`config.mk`:
```
export PLATFORM = sky130hd
export DESIGN_NAME = crt_r2b
export DESIGN_NICKNAME = d
export VERILOG_FILES = /design/src/rtl/crt_r2b_pkg.sv /design/src/rtl/crt_sd_accum.sv /design/src/rtl/crt_sd_to_bin.sv /design/src/rtl/crt_eac_add.sv /design/src/rtl/crt_r2b.sv
export SDC_FILE = /design/constraint.sdc
export NUM_CORES = 1
export LEC_CHECK = 0
export BUFFER_PORTS_ARGS = -buffer_cell sky130_fd_sc_hd__clkbuf_2
export CAP_MARGIN = 15
export CORE_MARGIN = 10
export CORE_UTILIZATION = 64
export DETAILED_ROUTE_END_ITERATION = 6
export GPL_ROUTABILITY_DRIVEN = 1
export PLACE_DENSITY = 0.85
export SETUP_SLACK_MARGIN = 0.02
export SKIP_CTS_REPAIR_TIMING = 1
export SLEW_MARGIN = 40
export SYNTH_ARGS = -nofsm -noshare
export SYNTH_HDL_FRONTEND = slang
export SYNTH_HIERARCHICAL = 1
export SYNTH_SLANG_ARGS = --single-unit
```
`constraint.sdc`:
```
create_clock -name clk -period 6.05 [get_ports clk]
set_clock_uncertainty 0.2 [all_clocks]
set_input_delay 1.21 -clock clk [delete_from_list [all_inputs] [get_ports clk]]
set_output_delay 1.21 -clock clk [all_outputs]
set_load 0.05 [all_outputs]
```
`src/rtl/crt_r2b_pkg.sv`:
```
package crt_r2b_pkg;

  // pipeline depth from accepted input to out_valid
  function automatic int latency_of(input int three_mod);
    return (three_mod != 0) ? 3 : 4;
  endfunction

  // number of positive / negative rotated words for the triple set
  localparam int TRIPLE_NPOS = 7;
  localparam int TRIPLE_NNEG = 3;
  localparam int PAIR_NPOS   = 1;
  localparam int PAIR_NNEG   = 2;

endpackage

```
`src/rtl/crt_sd_accum.sv`:
```
// Stage 1: carry-free signed-digit accumulation of rotated CRT words.
// Positive and negative words are reduced separately by end-around
// carry-save cells, giving a signed-digit pair (ps+pc) - (ns+nc) mod 2^W-1.
module crt_sd_accum #(
  parameter int W  = 32,
  parameter int NP = 7,
  parameter int NN = 3
) (
  input  logic         clk,
  input  logic         rst,
  input  logic         in_vld,
  input  logic [W-1:0] pos_w [NP],
  input  logic [W-1:0] neg_w [NN],
  output logic         vld_q,
  output logic [W-1:0] ps_q,
  output logic [W-1:0] pc_q,
  output logic [W-1:0] ns_q,
  output logic [W-1:0] nc_q
);

  // 3:2 compressor with the carry vector rotated (2*c mod 2^W-1)
  function automatic logic [2*W-1:0] csa_eac(input logic [W-1:0] a,
                                             input logic [W-1:0] b,
                                             input logic [W-1:0] c);
    logic [W-1:0] s;
    logic [W-1:0] cy;
    s  = a ^ b ^ c;
    cy = (a & b) | (a & c) | (b & c);
    return {s, cy[W-2:0], cy[W-1]};
  endfunction

  logic [W-1:0] p_s, p_c, n_s, n_c;

  always_comb begin
    p_s = pos_w[0];
    p_c = '0;
    for (int i = 1; i < NP; i++) begin
      {p_s, p_c} = csa_eac(p_s, p_c, pos_w[i]);
    end
    n_s = neg_w[0];
    n_c = '0;
    for (int i = 1; i < NN; i++) begin
      {n_s, n_c} = csa_eac(n_s, n_c, neg_w[i]);
    end
  end

  always_ff @(posedge clk) begin
    if (rst) begin
      vld_q <= 1'b0;
      ps_q  <= '0;
      pc_q  <= '0;
      ns_q  <= '0;
      nc_q  <= '0;
    end else begin
      vld_q <= in_vld;
      if (in_vld) begin
        ps_q <= p_s;
        pc_q <= p_c;
        ns_q <= n_s;
        nc_q <= n_c;
      end
    end
  end

  // ---- checking: value modulo 2^W-1 must survive the reduction ----
  function automatic logic [W-1:0] mod_add(input logic [W-1:0] a,
                                           input logic [W-1:0] b);
    logic [W:0] t;
    t = {1'b0, a} + {1'b0, b};
    return t[W-1:0] + {{(W-1){1'b0}}, t[W]};
  endfunction

  function automatic logic [W-1:0] canon_f(input logic [W-1:0] v);
    return (&v) ? '0 : v;
  endfunction

  logic [W-1:0] in_mod, reg_mod;

  always_comb begin
    in_mod = '0;
    for (int i = 0; i < NP; i++) in_mod = mod_add(in_mod, pos_w[i]);
    for (int i = 0; i < NN; i++) in_mod = mod_add(in_mod, ~neg_w[i]);
    reg_mod = mod_add(mod_add(ps_q, pc_q), mod_add(~ns_q, ~nc_q));
  end

  AST_SD_SUM: assert property (@(posedge clk) disable iff (rst)
    in_vld |=> canon_f(reg_mod) == canon_f($past(in_mod)));

endmodule

```
`src/rtl/crt_sd_to_bin.sv`:
```
// Stage 2: signed-digit pair folded into two binary operands. The negative
// half enters as one's complement, which is negation modulo 2^W-1.
module crt_sd_to_bin #(
  parameter int W = 32
) (
  input  logic         clk,
  input  logic         rst,
  input  logic         in_vld,
  input  logic [W-1:0] ps,
  input  logic [W-1:0] pc,
  input  logic [W-1:0] ns,
  input  logic [W-1:0] nc,
  output logic         vld_q,
  output logic [W-1:0] op_a_q,
  output logic [W-1:0] op_b_q
);

  logic [W-1:0] s1, c1, s2, c2, cy1, cy2;

  always_comb begin
    s1  = ps ^ pc ^ ~ns;
    cy1 = (ps & pc) | (ps & ~ns) | (pc & ~ns);
    c1  = {cy1[W-2:0], cy1[W-1]};
    s2  = s1 ^ c1 ^ ~nc;
    cy2 = (s1 & c1) | (s1 & ~nc) | (c1 & ~nc);
    c2  = {cy2[W-2:0], cy2[W-1]};
  end

  always_ff @(posedge clk) begin
    if (rst) begin
      vld_q  <= 1'b0;
      op_a_q <= '0;
      op_b_q <= '0;
    end else begin
      vld_q <= in_vld;
      if (in_vld) begin
        op_a_q <= s2;
        op_b_q <= c2;
      end
    end
  end

endmodule

```
`src/rtl/crt_eac_add.sv`:
```
// Stage 3: end-around-carry addition modulo 2^W-1 with the all-ones
// alias of zero mapped to zero.
module crt_eac_add #(
  parameter int W = 32
) (
  input  logic         clk,
  input  logic         rst,
  input  logic         in_vld,
  input  logic [W-1:0] op_a,
  input  logic [W-1:0] op_b,
  output logic         vld_q,
  output logic [W-1:0] res_q
);

  logic [W:0]   raw_sum;
  logic [W-1:0] wrapped, canon;

  always_comb begin
    raw_sum = {1'b0, op_a} + {1'b0, op_b};
    wrapped = raw_sum[W-1:0] + {{(W-1){1'b0}}, raw_sum[W]};
    canon   = (&wrapped) ? '0 : wrapped;
  end

  always_ff @(posedge clk) begin
    if (rst) begin
      vld_q <= 1'b0;
      res_q <= '0;
    end else begin
      vld_q <= in_vld;
      if (in_vld) res_q <= canon;
    end
  end

  AST_CANON: assert property (@(posedge clk) disable iff (rst)
    vld_q |-> !(&res_q));

endmodule

```
`src/rtl/crt_r2b.sv`:
```
module crt_r2b
  import crt_r2b_pkg::*;
#(
  parameter int M_BITS    = 8,
  parameter int THREE_MOD = 1
) (
  input  logic                  clk,
  input  logic                  rst,
  input  logic                  in_valid,
  input  logic [M_BITS-1:0]     res_a,
  input  logic [M_BITS:0]       res_b,
  input  logic [2*M_BITS:0]     res_c,
  output logic                  out_valid,
  output logic [4*M_BITS-1:0]   out_value
);

  localparam int WT  = 4 * M_BITS;
  localparam int WN  = M_BITS;
  localparam int LAT = latency_of(THREE_MOD);

  // multiply by 2^k modulo 2^WT-1
  function automatic logic [WT-1:0] rot_t(input logic [WT-1:0] v, input int k);
    return (v << k) | (v >> (WT - k));
  endfunction

  // multiply by 2^k modulo 2^WN-1
  function automatic logic [WN-1:0] rot_n(input logic [WN-1:0] v, input int k);
    return (v << k) | (v >> (WN - k));
  endfunction

  if (THREE_MOD != 0) begin : g_triple
    logic [WT-1:0] pw [TRIPLE_NPOS];
    logic [WT-1:0] nw [TRIPLE_NNEG];
    logic [WT-1:0] a_z, b_z, c_z;
    logic          v1, v2, v3;
    logic [WT-1:0] ps, pc, ns, nc, oa, ob, res;

    always_comb begin
      a_z = {{(WT-M_BITS){1'b0}}, res_a};
      b_z = {{(WT-M_BITS-1){1'b0}}, res_b};
      c_z = {{(WT-2*M_BITS-1){1'b0}}, res_c};
      // a * 2^(m-2) * (1 + 2^m + 2^2m + 2^3m)
      pw[0] = rot_t(a_z, M_BITS - 2);
      pw[1] = rot_t(a_z, 2*M_BITS - 2);
      pw[2] = rot_t(a_z, 3*M_BITS - 2);
      pw[3] = rot_t(a_z, 4*M_BITS - 2);
      // b * 2^(m-2) * (2^3m + 2^m - 2^2m - 1)
      pw[4] = rot_t(b_z, 4*M_BITS - 2);
      pw[5] = rot_t(b_z, 2*M_BITS - 2);
      nw[0] = rot_t(b_z, 3*M_BITS - 2);
      nw[1] = rot_t(b_z, M_BITS - 2);
      // c * 2^(2m-1) * (2^2m - 1)
      pw[6] = rot_t(c_z, 4*M_BITS - 1);
      nw[2] = rot_t(c_z, 2*M_BITS - 1);
    end

    crt_sd_accum #(.W(WT), .NP(TRIPLE_NPOS), .NN(TRIPLE_NNEG)) i_accum (
      .clk(clk), .rst(rst), .in_vld(in_valid), .pos_w(pw), .neg_w(nw),
      .vld_q(v1), .ps_q(ps), .pc_q(pc), .ns_q(ns), .nc_q(nc));

    crt_sd_to_bin #(.W(WT)) i_to_bin (
      .clk(clk), .rst(rst), .in_vld(v1), .ps(ps), .pc(pc), .ns(ns), .nc(nc),
      .vld_q(v2), .op_a_q(oa), .op_b_q(ob));

    crt_eac_add #(.W(WT)) i_eac (
      .clk(clk), .rst(rst), .in_vld(v2), .op_a(oa), .op_b(ob),
      .vld_q(v3), .res_q(res));

    assign out_valid = v3;
    assign out_value = res;

    AST_RANGE: assert property (@(posedge clk) disable iff (rst)
      out_valid |-> out_value != {WT{1'b1}});
  end else begin : g_pair
    logic [WN-1:0] pw [PAIR_NPOS];
    logic [WN-1:0] nw [PAIR_NNEG];
    logic          v1, v2, v3, v4;
    logic [WN-1:0] ps, pc, ns, nc, oa, ob, y;
    logic [M_BITS:0] b_d1, b_d2, b_d3;
    logic [2*M_BITS-1:0] fin_sum;
    logic [WT-1:0]   out_q;

    always_comb begin
      // 2^(m-1) * (a - b) modulo 2^m-1, with b folded as lo + top
      pw[0] = rot_n(res_a, M_BITS - 1);
      nw[0] = rot_n(res_b[M_BITS-1:0], M_BITS - 1);
      nw[1] = rot_n({{(M_BITS-1){1'b0}}, res_b[M_BITS]}, M_BITS - 1);
    end

    crt_sd_accum #(.W(WN), .NP(PAIR_NPOS), .NN(PAIR_NNEG)) i_accum (
      .clk(clk), .rst(rst), .in_vld(in_valid), .pos_w(pw), .neg_w(nw),
      .vld_q(v1), .ps_q(ps), .pc_q(pc), .ns_q(ns), .nc_q(nc));

    crt_sd_to_bin #(.W(WN)) i_to_bin (
      .clk(clk), .rst(rst), .in_vld(v1), .ps(ps), .pc(pc), .ns(ns), .nc(nc),
      .vld_q(v2), .op_a_q(oa), .op_b_q(ob));

    crt_eac_add #(.W(WN)) i_eac (
      .clk(clk), .rst(rst), .in_vld(v2), .op_a(oa), .op_b(ob),
      .vld_q(v3), .res_q(y));

    // b travels beside the three stages, loaded by the same strobes
    always_ff @(posedge clk) begin
      if (rst) begin
        b_d1 <= '0;
        b_d2 <= '0;
        b_d3 <= '0;
      end else begin
        if (in_valid) b_d1 <= res_b;
        if (v1)       b_d2 <= b_d1;
        if (v2)       b_d3 <= b_d2;
      end
    end

    // x = b + (2^m + 1) * y, never exceeds 2^2m - 2
    assign fin_sum = {{(M_BITS-1){1'b0}}, b_d3} + {y, y};

    always_ff @(posedge clk) begin
      if (rst) begin
        v4    <= 1'b0;
        out_q <= '0;
      end else begin
        v4 <= v3;
        if (v3) out_q <= {{(WT-2*M_BITS){1'b0}}, fin_sum};
      end
    end

    assign out_valid = v4;
    assign out_value = out_q;

    AST_RANGE: assert property (@(posedge clk) disable iff (rst)
      out_valid |-> out_value <= (WT'(1) << (2*M_BITS)) - WT'(2));
  end

  AST_LATENCY: assert property (@(posedge clk) disable iff (rst)
    in_valid |-> ##LAT out_valid);
  AST_IDLE: assert property (@(posedge clk) disable iff (rst)
    !in_valid |-> ##LAT !out_valid);
  AST_HOLD: assert property (@(posedge clk) disable iff (rst)
    !out_valid |-> $stable(out_value));
  AST_IN_LEGAL: assert property (@(posedge clk) disable iff (rst)
    in_valid |-> (res_b <= ((M_BITS+1)'(1) << M_BITS)) &&
                 (THREE_MOD == 0 || res_c <= ((2*M_BITS+1)'(1) << (2*M_BITS))));

endmodule

```
# After elaboration in Yosys (flattened, before gate mapping)
# Cells that the tools add are included.
# totals
reg_bits,227
in_bits,37
output_inout_bits,33
wordCells,79
# classes
addsub,2
n_mux,1
n_bitwise,65
n_reduce_logical,1
# op_table
op,n
$and 32x32->32,20
$or 32x32->32,16
$xor 32x32->32,14
$and 32x23->32,2
$and 32x30->32,2
$not 32->32,2
$add 32x32->33,1
$add 32x1->32,1
$mux 32,1
$or 32x16->32,1
$or 32x6->32,1
$or 32x7->32,1
$reduce_and 32->1,1
$xor 32x23->32,1
$xor 32x30->32,1
$and 31x15->31,1
$xor 31x15->31,1
$and 14x22->22,1
$xor 14x22->22,1

# Logic depth before layout (Yosys ltp)
# Gate-level depths: netlist (run 1).
# depth
ltp_word,16
ltp_mapped,24
mapped_depth_nobuf,22

# Modules after synthesis
# The synthesis (run 1) kept the hierarchy.
# modules_own_cells
module,n_inst,cells_each,area_each_um2,seq_area_each_um2
crt_sd_accum,1,906,9908.3,2582.5
crt_eac_add,1,573,4317.9,660.6
crt_sd_to_bin,1,336,3832.4,1301.2
crt_r2b,1,1,3.8,0.0

# Worst setup path after synthesis (run 1)
# Ideal clock, no wire load.
# synth_timing
path_kind,register to register
from,register g_triple.i_to_bin.op_a_q[14]
to,register g_triple.i_eac.res_q[10]
setup_time_ps,85
t_arrival_ps,5078
required_time_ps,5765
slack_ps,687
stages_incl_launch_ff,24
synth_period_minus_slack_ps,5363
cell_sequence,dfxtp_1 ha_1 buf_2 inv_1 o31ai_1 a22oi_1 a31oi_1 o22ai_1 o21ai_0 nand2_1 nand2_1 a21o_1 ha_1 ha_1 and4_1 nand3_1 or4_1 or4_1 nor3_1 mux2i_1 and4bb_1 buf_6 buf_6 o31ai_2
# synth_between
elab_chain_cells,4
# synth_rtl
element,line,source
"start, declared",crt_sd_to_bin.sv:14,"output logic [W-1:0] op_a_q,"
"start signal, assigned",crt_sd_to_bin.sv:32,op_a_q <= '0;
"start signal, assigned",crt_sd_to_bin.sv:37,op_a_q <= s2;
$add 32x32->33 (*),crt_eac_add.sv:19,"raw_sum = {1'b0, op_a} + {1'b0, op_b};"
$add 32x1->32 (*),crt_eac_add.sv:20,"wrapped = raw_sum[W-1:0] + {{(W-1){1'b0}}, raw_sum[W]};"
$reduce_and 32->1,crt_eac_add.sv:21,canon = (&wrapped) ? '0 : wrapped;
$mux 32 (*),crt_eac_add.sv:21,
"end signal, assigned",crt_eac_add.sv:30,if (in_vld) res_q <= canon;
"end, declared",crt_eac_add.sv:12,output logic [W-1:0] res_q
# Every way passes the cells marked *; elsewhere a longest branch is shown, timed or not.
# A chain may end at the register's enable or synchronous reset.

# Worst setup path in the final report (run 1)
# layout_timing
from,register g_triple.i_to_bin.op_a_q[0]
to,register g_triple.i_eac.res_q[2]
# Same word-level chain as after synthesis.

==> results of run 1 <==
final cells by class:
| class | count | area [um2] |
|---|---|---|
| well taps | 378 | 473 |
| flip-flops and latches | 227 | 4550 |
| multi-input cells | 1429 | 12800 |
| clock inverters | 11 | 119 |
| repair buffers | 86 | 522 |
| clock buffers | 33 | 676 |
| inverters | 297 | 1110 |
| fillers | 1983 | 7540 |
metal layers:
metal	global-route usage, %	up-vias
met2	43.5	370
met3	4.47	111
li1	-	6272
met1	32.4	6519
met4	12.2	2
met5	0	-
worst max path at each step:
stage	startpoint	to	slack [ns]	depth (start not counted)
6_report	g_triple.i_to_bin/op_a_q[0]	g_triple.i_eac/res_q[2]	0.36	23
5_1_grt	g_triple.i_to_bin/op_a_q[0]	g_triple.i_eac/res_q[9]	0.007	23
4_1_cts	g_triple.i_to_bin/op_a_q[14]	g_triple.i_eac/res_q[18]	0.09	21
3_5_place_dp	g_triple.i_to_bin/op_a_q[14]	g_triple.i_eac/res_q[18]	0.12	21
3_3_place_gp	g_triple.i_to_bin/op_a_q[14]	g_triple.i_eac/res_q[4]	0.35	21
2_1_floorplan	g_triple.i_to_bin/op_a_q[14]	g_triple.i_eac/res_q[10]	0.69	23
logic make-up after synthesis:
| group | share of synthesized area (%) |
|---|---|
| mux | 3.94 |
| fa+ha+maj | 35.3 |
| simple gates | 11.1 |
| buf+inv | 8.94 |
| other cells | 0.0208 |
| flops | 25.2 |
| compound gates | 13.2 |
| xor+xnor | 2.31 |
through the flow:
stage	hold slack, ns	util [%]	setup WS, ns	cell area (um2)	instances
after global routing	0.280	72.9	0.00659	20200	2461
after detailed placement	0.243	69.7	0.125	19400	2414
after floorplan	0.256	-	0.687	18900	2033
final	0.249	72.9	0.358	20200	2461
after CTS	0.255	72.5	0.0913	20200	2458
after global placement	0.233	69.6	0.346	19300	2414
cell usage in the layout, fill, tap and decap left out, types with 7 or more instances in the layout:
| master | instances |
|---|---|
| o21ai_0 | 30 |
| nand4_1 | 11 |
| nor2_1 | 229 |
| clkbuf_2 | 67 |
| dfxtp_1 | 226 |
| conb_1 | 218 |
| clkbuf_16 | 26 |
| nor3_1 | 16 |
| fa_1 | 257 |
| o21ai_1 | 9 |
| a211oi_2 | 33 |
| inv_1 | 297 |
| nand2_1 | 84 |
| o21a_1 | 7 |
| buf_4 | 14 |
| and2_1 | 8 |
| nor4_1 | 9 |
| xnor2_1 | 24 |
| and4_1 | 7 |
| ha_1 | 92 |
| o31ai_2 | 9 |
| nand3_1 | 23 |
| a211oi_1 | 101 |
| xor2_1 | 20 |
| o31ai_1 | 15 |
| a21oi_1 | 29 |
| a21o_1 | 9 |
| mux2i_1 | 70 |
registers in the layout, indices dropped and copies added, names as in the netlist:
register	flops
g_triple.i_accum/vld_q	1
g_triple.i_accum/ps_q	32
g_triple.i_eac/vld_q	1
g_triple.i_accum/pc_q	32
g_triple.i_accum/nc_q	32
g_triple.i_to_bin/op_a_q	32
g_triple.i_to_bin/op_b_q	32
g_triple.i_accum/ns_q	32
g_triple.i_to_bin/vld_q	1
g_triple.i_eac/res_q	32
power by group through the flow:
stage | Clock [mW] | Combinational [mW] | Sequential (mW)
floorplan | 0 | 2.33 | 1.98
global placement | 0 | 3.38 | 1.97
detailed placement | 0 | 3.51 | 1.99
CTS | 1.52 | 3.53 | 1.96
global route | 1.59 | 4.03 | 1.99
finish | 1.50 | 3.68 | 1.96
critical path: cells and delay by family (launching register included):
| kind | cells | cell delay (ns) |
|---|---|---|
| AO/OA/AOI/OAI | 9 | 2.13 |
| AND/OR/NAND/NOR | 8 | 1.38 |
| flip-flops | 1 | 0.31 |
| buffers and inverters | 1 | 0.19 |
| adder cells (fa/ha/maj) | 4 | 1.11 |
| XOR/XNOR | 1 | 0.23 |
==> flow_summary_export.csv, run 1 <==
group,metric,value,unit
floorplanning,die_height,188,um
logic_synthesis,synth_cell_types,84,
sta,fmax,0.176,GHz
logic_synthesis,yosys-top-cells-area,"fa_1 (28%), dfxtp_1 (25%), ha_1 (6.8%)",
critical_path,crit_required,6.25,ns
routing,wl_per_cell,18.6,um
critical_path,cp_max_fo,29,
routing,wirelength,45800,um
global_route,grt_use_total,26.1,%
pwr,netSwitchingPower,2.98,mW
logic_synthesis,synth_seq_cells,227,
clock_network,insertion_delay,0.54,ns
clock_network,cts_tree,"done",
clock_network,root_buffer,"clkbuf_16",
pwr,intPower,4.16,mW
clock_network,htreeDepth,1,
logic_synthesis,ys.flop_type,"dfxtp_1",
global_route,antenna_found_initial,1,
logic_synthesis,avgSynthCellArea,9.95,um2
routing,top_layer,"met5",
sta,finalSetupViolCount,0,
logic_synthesis,synth_top_area_share,28.5,%
clock_network,cts_sinks,227,
critical_path,end_kind,"register",
final_layout,nNetsFinal,2458,
sta,setup_tns,0,ns
floorplanning,pin_count,70,
final_layout,area_delta_synth_final,12.1,%
sta,drv_slew,0,
routing,route.met3.wl,2460,um
hold_path,hp-class,"register to register",
sta,fin_crit,5.69,ns
floorplanning,initial_utilization,65.0,%
critical_path,r2r_setup_slack,0.36,ns
critical_path,ff2ff_path_depth,23,
routing,vias,13300,
routing,dr.pass1.iters,5,
clock_network,cts_made_buffers,25,
global_route,overflow,0,
critical_path,cpMostUsedCell,"ha_1",
routing,dr_wl_met2,22100,um
placement,dpl.hpwl,36700,um
routing,drc,0,
final_layout,n_antenna_cell,0,
logic_synthesis,synth-edff-count,0,
routing,drt_iter0_markers,801,
hold_path,hold_depth,2,
critical_path,critPathLaunchType,"register",
floorplanning,die_w,188,um
logic_synthesis,yosysWarnings,6,
sta,rsz0062_at_grt,"false",
hold_path,hp-start,"g_triple.i_eac/res_q[12]",
pwr,vdd_ir_drop_max,0.000237,V
sta,worst_pin_slew,0.836,ns
sta,relSlewSlack,44.3,%
logic_synthesis,synthCells,1816,
critical_path,r2r-end,"g_triple.i_eac/res_q[2]",
floorplanning,core.rowCount,61,
placement,io_buffers,69,
logic_synthesis,synth_common_cells,"inv_1 (297), fa_1 (257), nor2_1 (230), dfxtp_1 (227), a211oi_1 (101)",
placement,routabilityCongestion,0.919,
critical_path,slowest_stage,"fa_1",
pwr,p_comb_share,51.5,%
global_route,grt_pass1_wl,73800,um
global_route,grt_max_degree,152,
routing,viasPerCell,5.39,
sta,finalCritPeriodShare,94.1,%
pwr,finalPower,7.14,mW
pwr,power_frac_clock,21.0,%
pwr,pwr_density_cell,353,nW/um2
final_layout,drive_above_1_share,9.99,%
critical_path,crit_path_cell_trace,"ha_1 > fa_1 > a211oi_4 > nor2_1 > o211ai_1 > a31oi_1 > o22ai_1 > o21ai_2 > nand2_1 > nand2_1 > a21o_1 > ha_1 > ha_1 > xor2_1 > nand4_1 > nor3_1 > nand4_1 > a2111o_1 > a2111oi_1 > nor4b_4 > and4bb_1 > buf_12 > o21ai_0",
routing,ant_nets,0,
floorplanning,die-area,35300,um2
pwr,switching_share,41.8,%
hold_path,min_to,"g_triple.i_eac/res_q[12]",
floorplanning,core-area,27800,um2
critical_path,r2r_start,"g_triple.i_to_bin/op_a_q[0]",
job,cap_violations,0,
pwr,cellLeakagePower,8.63,nW
pwr,pwr-share-seq,27.4,%
logic_synthesis,synth.largest_area_cell,"fa_1",
sta,hold_viol_final,0,
routing,wl_met1,18900,um
logic_synthesis,synth.most_common_cell,"inv_1",
logic_synthesis,ys_seq_area_share,25.2,%
logic_synthesis,syn_area,18100,um2
run_status,status,"complete, no violations",
critical_path,worstPathArrival,5.89,ns
logic_synthesis,synthArstFlopShare,0,%
clock_network,cts_buffer_depth,3,
global_route,grt_pass1_vias,14200,
clock_network,clkTransAtPathRegs,0.06,ns
critical_path,slowest_delay,0.45,ns
critical_path,path_class,"register to register",
No activity file was read; power rests on OpenSTA's default activity.
==> inputs of run 2 (changes only) <==
--- a/config.mk
+++ b/config.mk
@@ -11,10 +11,10 @@
 export CORE_UTILIZATION = 64
 export DETAILED_ROUTE_END_ITERATION = 6
 export GPL_ROUTABILITY_DRIVEN = 1
+export GPL_TIMING_DRIVEN = 0
 export PLACE_DENSITY = 0.85
 export SETUP_SLACK_MARGIN = 0.02
 export SKIP_CTS_REPAIR_TIMING = 1
-export SLEW_MARGIN = 40
 export SYNTH_ARGS = -nofsm -noshare
 export SYNTH_HDL_FRONTEND = slang
 export SYNTH_HIERARCHICAL = 1
==> run 2 against run 1 <==
  * Count of clock-buffer cells in the layout is the same
  * Routed wire length increased by 3.1%
  * Critical endpoint is now g_triple.i_eac/res_q[13]
  * Flip-flop and latch count unchanged
  * Power fell by 2.8%
  * Register-to-register slack lost 0.15 ns
  * Setup slack got worse by 0.15 ns
  * Global-route usage increased by 0.40 points
  * Utilization increased by 1.8 points
  * Sequential power is essentially flat
  * Fmax is 2.6% lower
  * Sequential share of layout area shrank 0.57 points
==> flow_summary_export.csv, run 2 (same netlist as run 1, synthesis figures left out) <==
group,metric,value,unit
routing,viasPerCell,5.46,
placement,dp_cells,2479,
critical_path,slowest_stage,"or4_1",
global_route,grt_pass1_wl,75700,um
critical_path,critPathLaunchType,"register",
final_layout,nFillCells,1963,
sta,fin_crit,5.85,ns
clock_network,clkTransAtPathRegs,0.07,ns
critical_path,crit_path_cell_trace,"ha_1 > clkbuf_4 > nand4_1 > nor3_2 > o211ai_1 > buf_4 > a31oi_2 > o22ai_2 > o21ai_2 > nand2_1 > nand2_1 > a21o_1 > ha_2 > and3_4 > and3_2 > nand4b_1 > or4_1 > or4_4 > nor4_4 > xnor2_1 > and4bb_2 > buf_6 > buf_8 > o31ai_2",
floorplanning,die_height,188,um
global_route,grt_use_total,26.5,%
clock_network,cts_made_buffers,24,
sta,fmax,0.171,GHz
placement,routabilityCongestion,0.922,
clock_network,cts_sinks,227,
pwr,vdd_ir_drop_max,0.000228,V
placement,place_ws,-0.673,ns
final_layout,final_common_cell,"inv_1",
floorplanning,initial_utilization,65.0,%
global_route,antenna_found_initial,0,
placement,dpl.hpwl,38100,um
clock_network,insertion_delay,0.53,ns
sta,rsz0062_at_grt,"true",
sta,hold_ws,0.248,ns
sta,finalSetupViolCount,0,
routing,ant_nets,0,
critical_path,slowest_delay,0.52,ns
global_route,grt_pass1_vias,14800,
clock_network,cts_buffer_depth,3,
job,cap_violations,0,
sta,hold_viol_final,0,
floorplanning,die-area,35300,um2
final_layout,final_cells,2533,
routing,drc,0,
sta,worst_pin_slew,0.959,ns
final_layout,final_cell_mix,"inv_1 (297), fa_1 (256), nor2_1 (230)",
sta,drv_slew,0,
final_layout,n_antenna_cell,0,
floorplanning,core-area,27800,um2
sta,relSlewSlack,35.1,%
clock_network,cts_tree,"done",
critical_path,crit_required,6.23,ns
sta,finalCritPeriodShare,96.6,%
routing,vias,13800,
critical_path,cp_max_fo,10,
floorplanning,core.rowCount,61,
critical_path,end_kind,"register",
routing,wl_per_cell,18.6,um
global_route,grt_max_degree,15,
clock_network,root_buffer,"clkbuf_16",
final_layout,area_delta_synth_final,14.9,%
critical_path,cpMostUsedCell,"nand2_1",
final_layout,drive_above_1_share,13.1,%
routing,dr.pass1.iters,7,
floorplanning,die_w,188,um
clock_network,htreeDepth,1,
routing,wirelength,47200,um
critical_path,worstPathArrival,6.02,ns
sta,setup_ws,0.204,ns
pwr,cellLeakagePower,8.95,nW
hold_path,hp-class,"register to register",
global_route,overflow,0,
pwr,pwr_density_cell,334,nW/um2
routing,drt_iter0_markers,882,
final_layout,postLayoutCoreUtil,74.7,%
final_layout,nNetsFinal,2529,
run_status,status,"complete, no violations",
critical_path,path_class,"register to register",
floorplanning,pin_count,70,
placement,io_buffers,68,
run 2: changes by cell type in the layout (fill, tap and decap cells not counted), moves of 6 or more:
cell	previous run	this run
buf_2	0	38
clkbuf_1	6	17
buf_4	14	24
buf_8	0	6
run 2: final cells by class:
cell class                 instances  area, um2  share of cell area [%]
tap                              378        473                    2.28
inverter                         297       1110                    5.37
buffer                            80        508                    2.45
clock inverter                    11       81.3                   0.392
sequential                       227       4540                    21.9
timing repair buffer              78        413                    1.99
clock buffer                      33        716                    3.45
multi-input combinational       1429      12900                    62.2
run 2: worst max-delay path, delay by kind of cell, from the launching register on:
family / cells / cell delay (ns)
AO/OA/AOI/OAI: 6 / 0.86
XOR/XNOR: 1 / 0.20
adder cells (fa/ha/maj): 2 / 0.52
buffers and inverters: 4 / 0.66
flip-flops: 1 / 0.32
AND/OR/NAND/NOR: 11 / 2.94
run 2: final timing paths:
path / startpoint / endpoint / slack [ns] / cells after the start
min reg2reg: g_triple.i_eac/res_q[16] / g_triple.i_eac/res_q[16] / 0.25 / 2
max reg2reg: g_triple.i_to_bin/op_b_q[18] / g_triple.i_eac/res_q[13] / 0.20 / 24
min: g_triple.i_eac/res_q[16] / g_triple.i_eac/res_q[16] / 0.25 / 2
max: g_triple.i_to_bin/op_b_q[18] / g_triple.i_eac/res_q[13] / 0.20 / 24
run 2: where the power goes:
group | total, mW | switching (mW) | internal (mW)
Clock | 1.47 | 0.638 | 0.834
Sequential | 1.99 | 0.227 | 1.76
Combinational | 3.48 | 2.00 | 1.48
Total | 6.94 | 2.86 | 4.08
run 2: per-stage QoR:
step | total power, mW | setup TNS [ns] | area (um2)
after global placement | 5.14 | -11.46 | 19700
after detailed placement | 5.29 | -17.54 | 19700
after global routing | 7.43 | -0.790 | 20800
final | 6.94 | 0 | 20800
after CTS | 6.78 | -20.33 | 20500
after floorplan | 4.31 | 0 | 18900
run 2: routing by layer:
layer / GRT usage, % / wire (um) / vias up
met5: 0 / 0 / -
met4: 11.4 / 2220 / 0
met3: 3.78 / 2750 / 129
met2: 47.1 / 23500 / 493
met1: 31.3 / 18700 / 6792
li1: - / - / 6405
==> inputs of run 3 (changes only) <==
--- a/config.mk
+++ b/config.mk
@@ -8,11 +8,11 @@
 export BUFFER_PORTS_ARGS = -buffer_cell sky130_fd_sc_hd__clkbuf_2
 export CAP_MARGIN = 15
 export CORE_MARGIN = 10
-export CORE_UTILIZATION = 64
+export CORE_UTILIZATION = 65
 export DETAILED_ROUTE_END_ITERATION = 6
 export GPL_ROUTABILITY_DRIVEN = 1
 export GPL_TIMING_DRIVEN = 0
-export PLACE_DENSITY = 0.85
+export PLACE_DENSITY = 0.86
 export SETUP_SLACK_MARGIN = 0.02
 export SKIP_CTS_REPAIR_TIMING = 1
 export SYNTH_ARGS = -nofsm -noshare
==> constraint.sdc (replaced) <==
create_clock -name clk -period 7.6 [get_ports clk]
set_clock_uncertainty 0.2 [all_clocks]
set_input_delay 1.52 -clock clk [delete_from_list [all_inputs] [get_ports clk]]
set_output_delay 1.52 -clock clk [all_outputs]
set_load 0.05 [all_outputs]
==> run 3 against run 2 <==
  * The run now ends with DRC left
  * Count of clock-buffer cells in the layout grew 5
  * Power shrank 21%
  * Utilization grew 0.63 points
  * Global-route usage grew 1.2 points
  * Final cell count shrank 0.59%
  * First-iteration DRC count grew 28%
  * Fmax shrank 13%
==> flow_summary_export.csv, run 3 (same netlist as run 1, synthesis figures left out) <==
group,metric,value,unit
run_status,violations,"DRC",
pwr,pwr_density_cell,269,nW/um2
global_route,grt_max_degree,14,
pwr,switching_share,40.9,%
critical_path,worstPathArrival,6.94,ns
pwr,p_comb_share,49.6,%
floorplanning,initial_utilization,66.5,%
critical_path,cpMostUsedCell,"nand2_1",
final_layout,final_cells,2518,
placement,routabilityCongestion,0.962,
placement,dpl.hpwl,38600,um
global_route,grt_pass1_wl,78200,um
floorplanning,die_w,187,um
floorplanning,die-area,34900,um2
clock_network,insertion_delay,0.54,ns
routing,drc,24,
job,cap_violations,0,
critical_path,cp_max_fo,10,
final_layout,drive_above_1_share,11.2,%
routing,drt_iter0_markers,1133,
critical_path,critPathLaunchType,"register",
clock_network,cts_sinks,227,
clock_network,cts_tree,"done",
final_layout,n_antenna_cell,0,
floorplanning,core-area,27200,um2
final_layout,final_common_cell,"inv_1",
sta,hold_viol_final,0,
critical_path,end_kind,"register",
sta,worst_pin_slew,0.783,ns
routing,vias,14000,
final_layout,multi_input_area,12700,um2
final_layout,final_cell_mix,"inv_1 (297), fa_1 (257), nor2_1 (230)",
floorplanning,core.rowCount,60,
floorplanning,die_height,187,um
sta,setup_tns,0,ns
global_route,grt_pass1_vias,15100,
final_layout,nNetsFinal,2520,
final_layout,postLayoutCoreUtil,75.3,%
routing,wl_per_cell,19.1,um
routing,ant_nets,0,
sta,finalSetupViolCount,0,
sta,rsz0062_at_grt,"false",
pwr,netSwitchingPower,2.25,mW
pwr,pwr-share-seq,28.8,%
critical_path,slowest_stage,"or4_1",
floorplanning,pin_count,70,
pwr,intPower,3.26,mW
final_layout,ff_latch_area,4540,um2
routing,viasPerCell,5.54,
pwr,power_frac_clock,21.5,%
routing,wirelength,48100,um
placement,dp_cells,2473,
pwr,vdd_ir_drop_max,0.000194,V
sta,fin_crit,6.75,ns
critical_path,crit_required,7.78,ns
final_layout,nFillCells,1784,
critical_path,crit_path_cell_trace,"ha_1 > nand2_1 > nor3_1 > o211ai_1 > a31oi_1 > o22ai_1 > o21ai_0 > nand2_1 > nand2_1 > a21o_1 > ha_1 > and3_1 > nand3_1 > nor4_2 > nand3_1 > or4_1 > a2111oi_0 > nor4b_2 > and4bb_1 > buf_6 > buf_6 > o31ai_2",
routing,dr.pass1.iters,7,
hold_path,hp-class,"register to register",
placement,io_buffers,68,
clock_network,root_buffer,"clkbuf_16",
sta,finalCritPeriodShare,88.9,%
critical_path,path_class,"register to register",
global_route,antenna_found_initial,0,
clock_network,cts_buffer_depth,3,
final_layout,area_delta_synth_final,13.4,%
critical_path,slowest_delay,0.52,ns
sta,fmax,0.148,GHz
clock_network,clkTransAtPathRegs,0.06,ns
pwr,finalPower,5.51,mW
run_status,status,"finished with violations",
global_route,grt_use_total,27.7,%
sta,drv_slew,0,
clock_network,cts_made_buffers,25,
clock_network,htreeDepth,1,
sta,relSlewSlack,47.0,%
pwr,cellLeakagePower,8.82,nW
global_route,overflow,0,
-- run 3: worst max-delay path: cells and delay by family, from the launching register on --
family | cells | cell delay (ns)
flops | 1 | 0.33
simple gates | 11 | 3.31
buf+inv | 2 | 0.34
fa+ha+maj | 2 | 0.65
compound gates | 7 | 1.79
-- run 3: layout make-up --
type | instances | share of cell area, %
clock buffer | 38 | 3.54
inverter | 297 | 5.44
tap | 372 | 2.27
buffer | 80 | 2.44
clock inverter | 7 | 0.336
multi-input combinational | 1429 | 62.1
timing repair buffer | 68 | 1.66
sequential | 227 | 22.2
-- run 3: stage by stage --
step / setup WS [ns] / hold slack [ns] / instance area, um2
after floorplan: 2.24 / 0.256 / 18900
after global placement: 1.19 / 0.233 / 19700
after detailed placement: 1.03 / 0.238 / 19700
after CTS: 1.00 / 0.246 / 20500
after global routing: 0.480 / 0.274 / 20500
final: 0.846 / 0.244 / 20500
-- run 3: path summary, 6_finish.rpt --
| check | start | end | slack (ns) | depth (start not counted) |
|---|---|---|---|---|
| max reg2reg | g_triple.i_to_bin/op_b_q[22] | g_triple.i_eac/res_q[10] | 0.85 | 22 |
| min reg2reg | g_triple.i_eac/res_q[19] | g_triple.i_eac/res_q[19] | 0.24 | 2 |
| min | g_triple.i_eac/res_q[19] | g_triple.i_eac/res_q[19] | 0.24 | 2 |
| max | g_triple.i_to_bin/op_b_q[22] | g_triple.i_eac/res_q[10] | 0.85 | 22 |
-- run 3: layer usage --
layer  wire (um)  track usage (%)  vias to the layer above
met4        2570             14.6                        0
met5           0                0                        -
met3        3150             4.12                      158
li1            -                -                     6402
met1       18500             32.0                     6835
met2       23900             48.8                      562
-- run 3: power by group through the flow --
stage | logic, mW | registers [mW] | clock network (mW)
3_3_place_gp | 2.45 | 1.59 | 0
2_1_floorplan | 1.85 | 1.58 | 0
6_report | 2.73 | 1.59 | 1.19
4_1_cts | 2.62 | 1.58 | 1.19
3_5_place_dp | 2.59 | 1.60 | 0
5_1_grt | 3.04 | 1.61 | 1.24
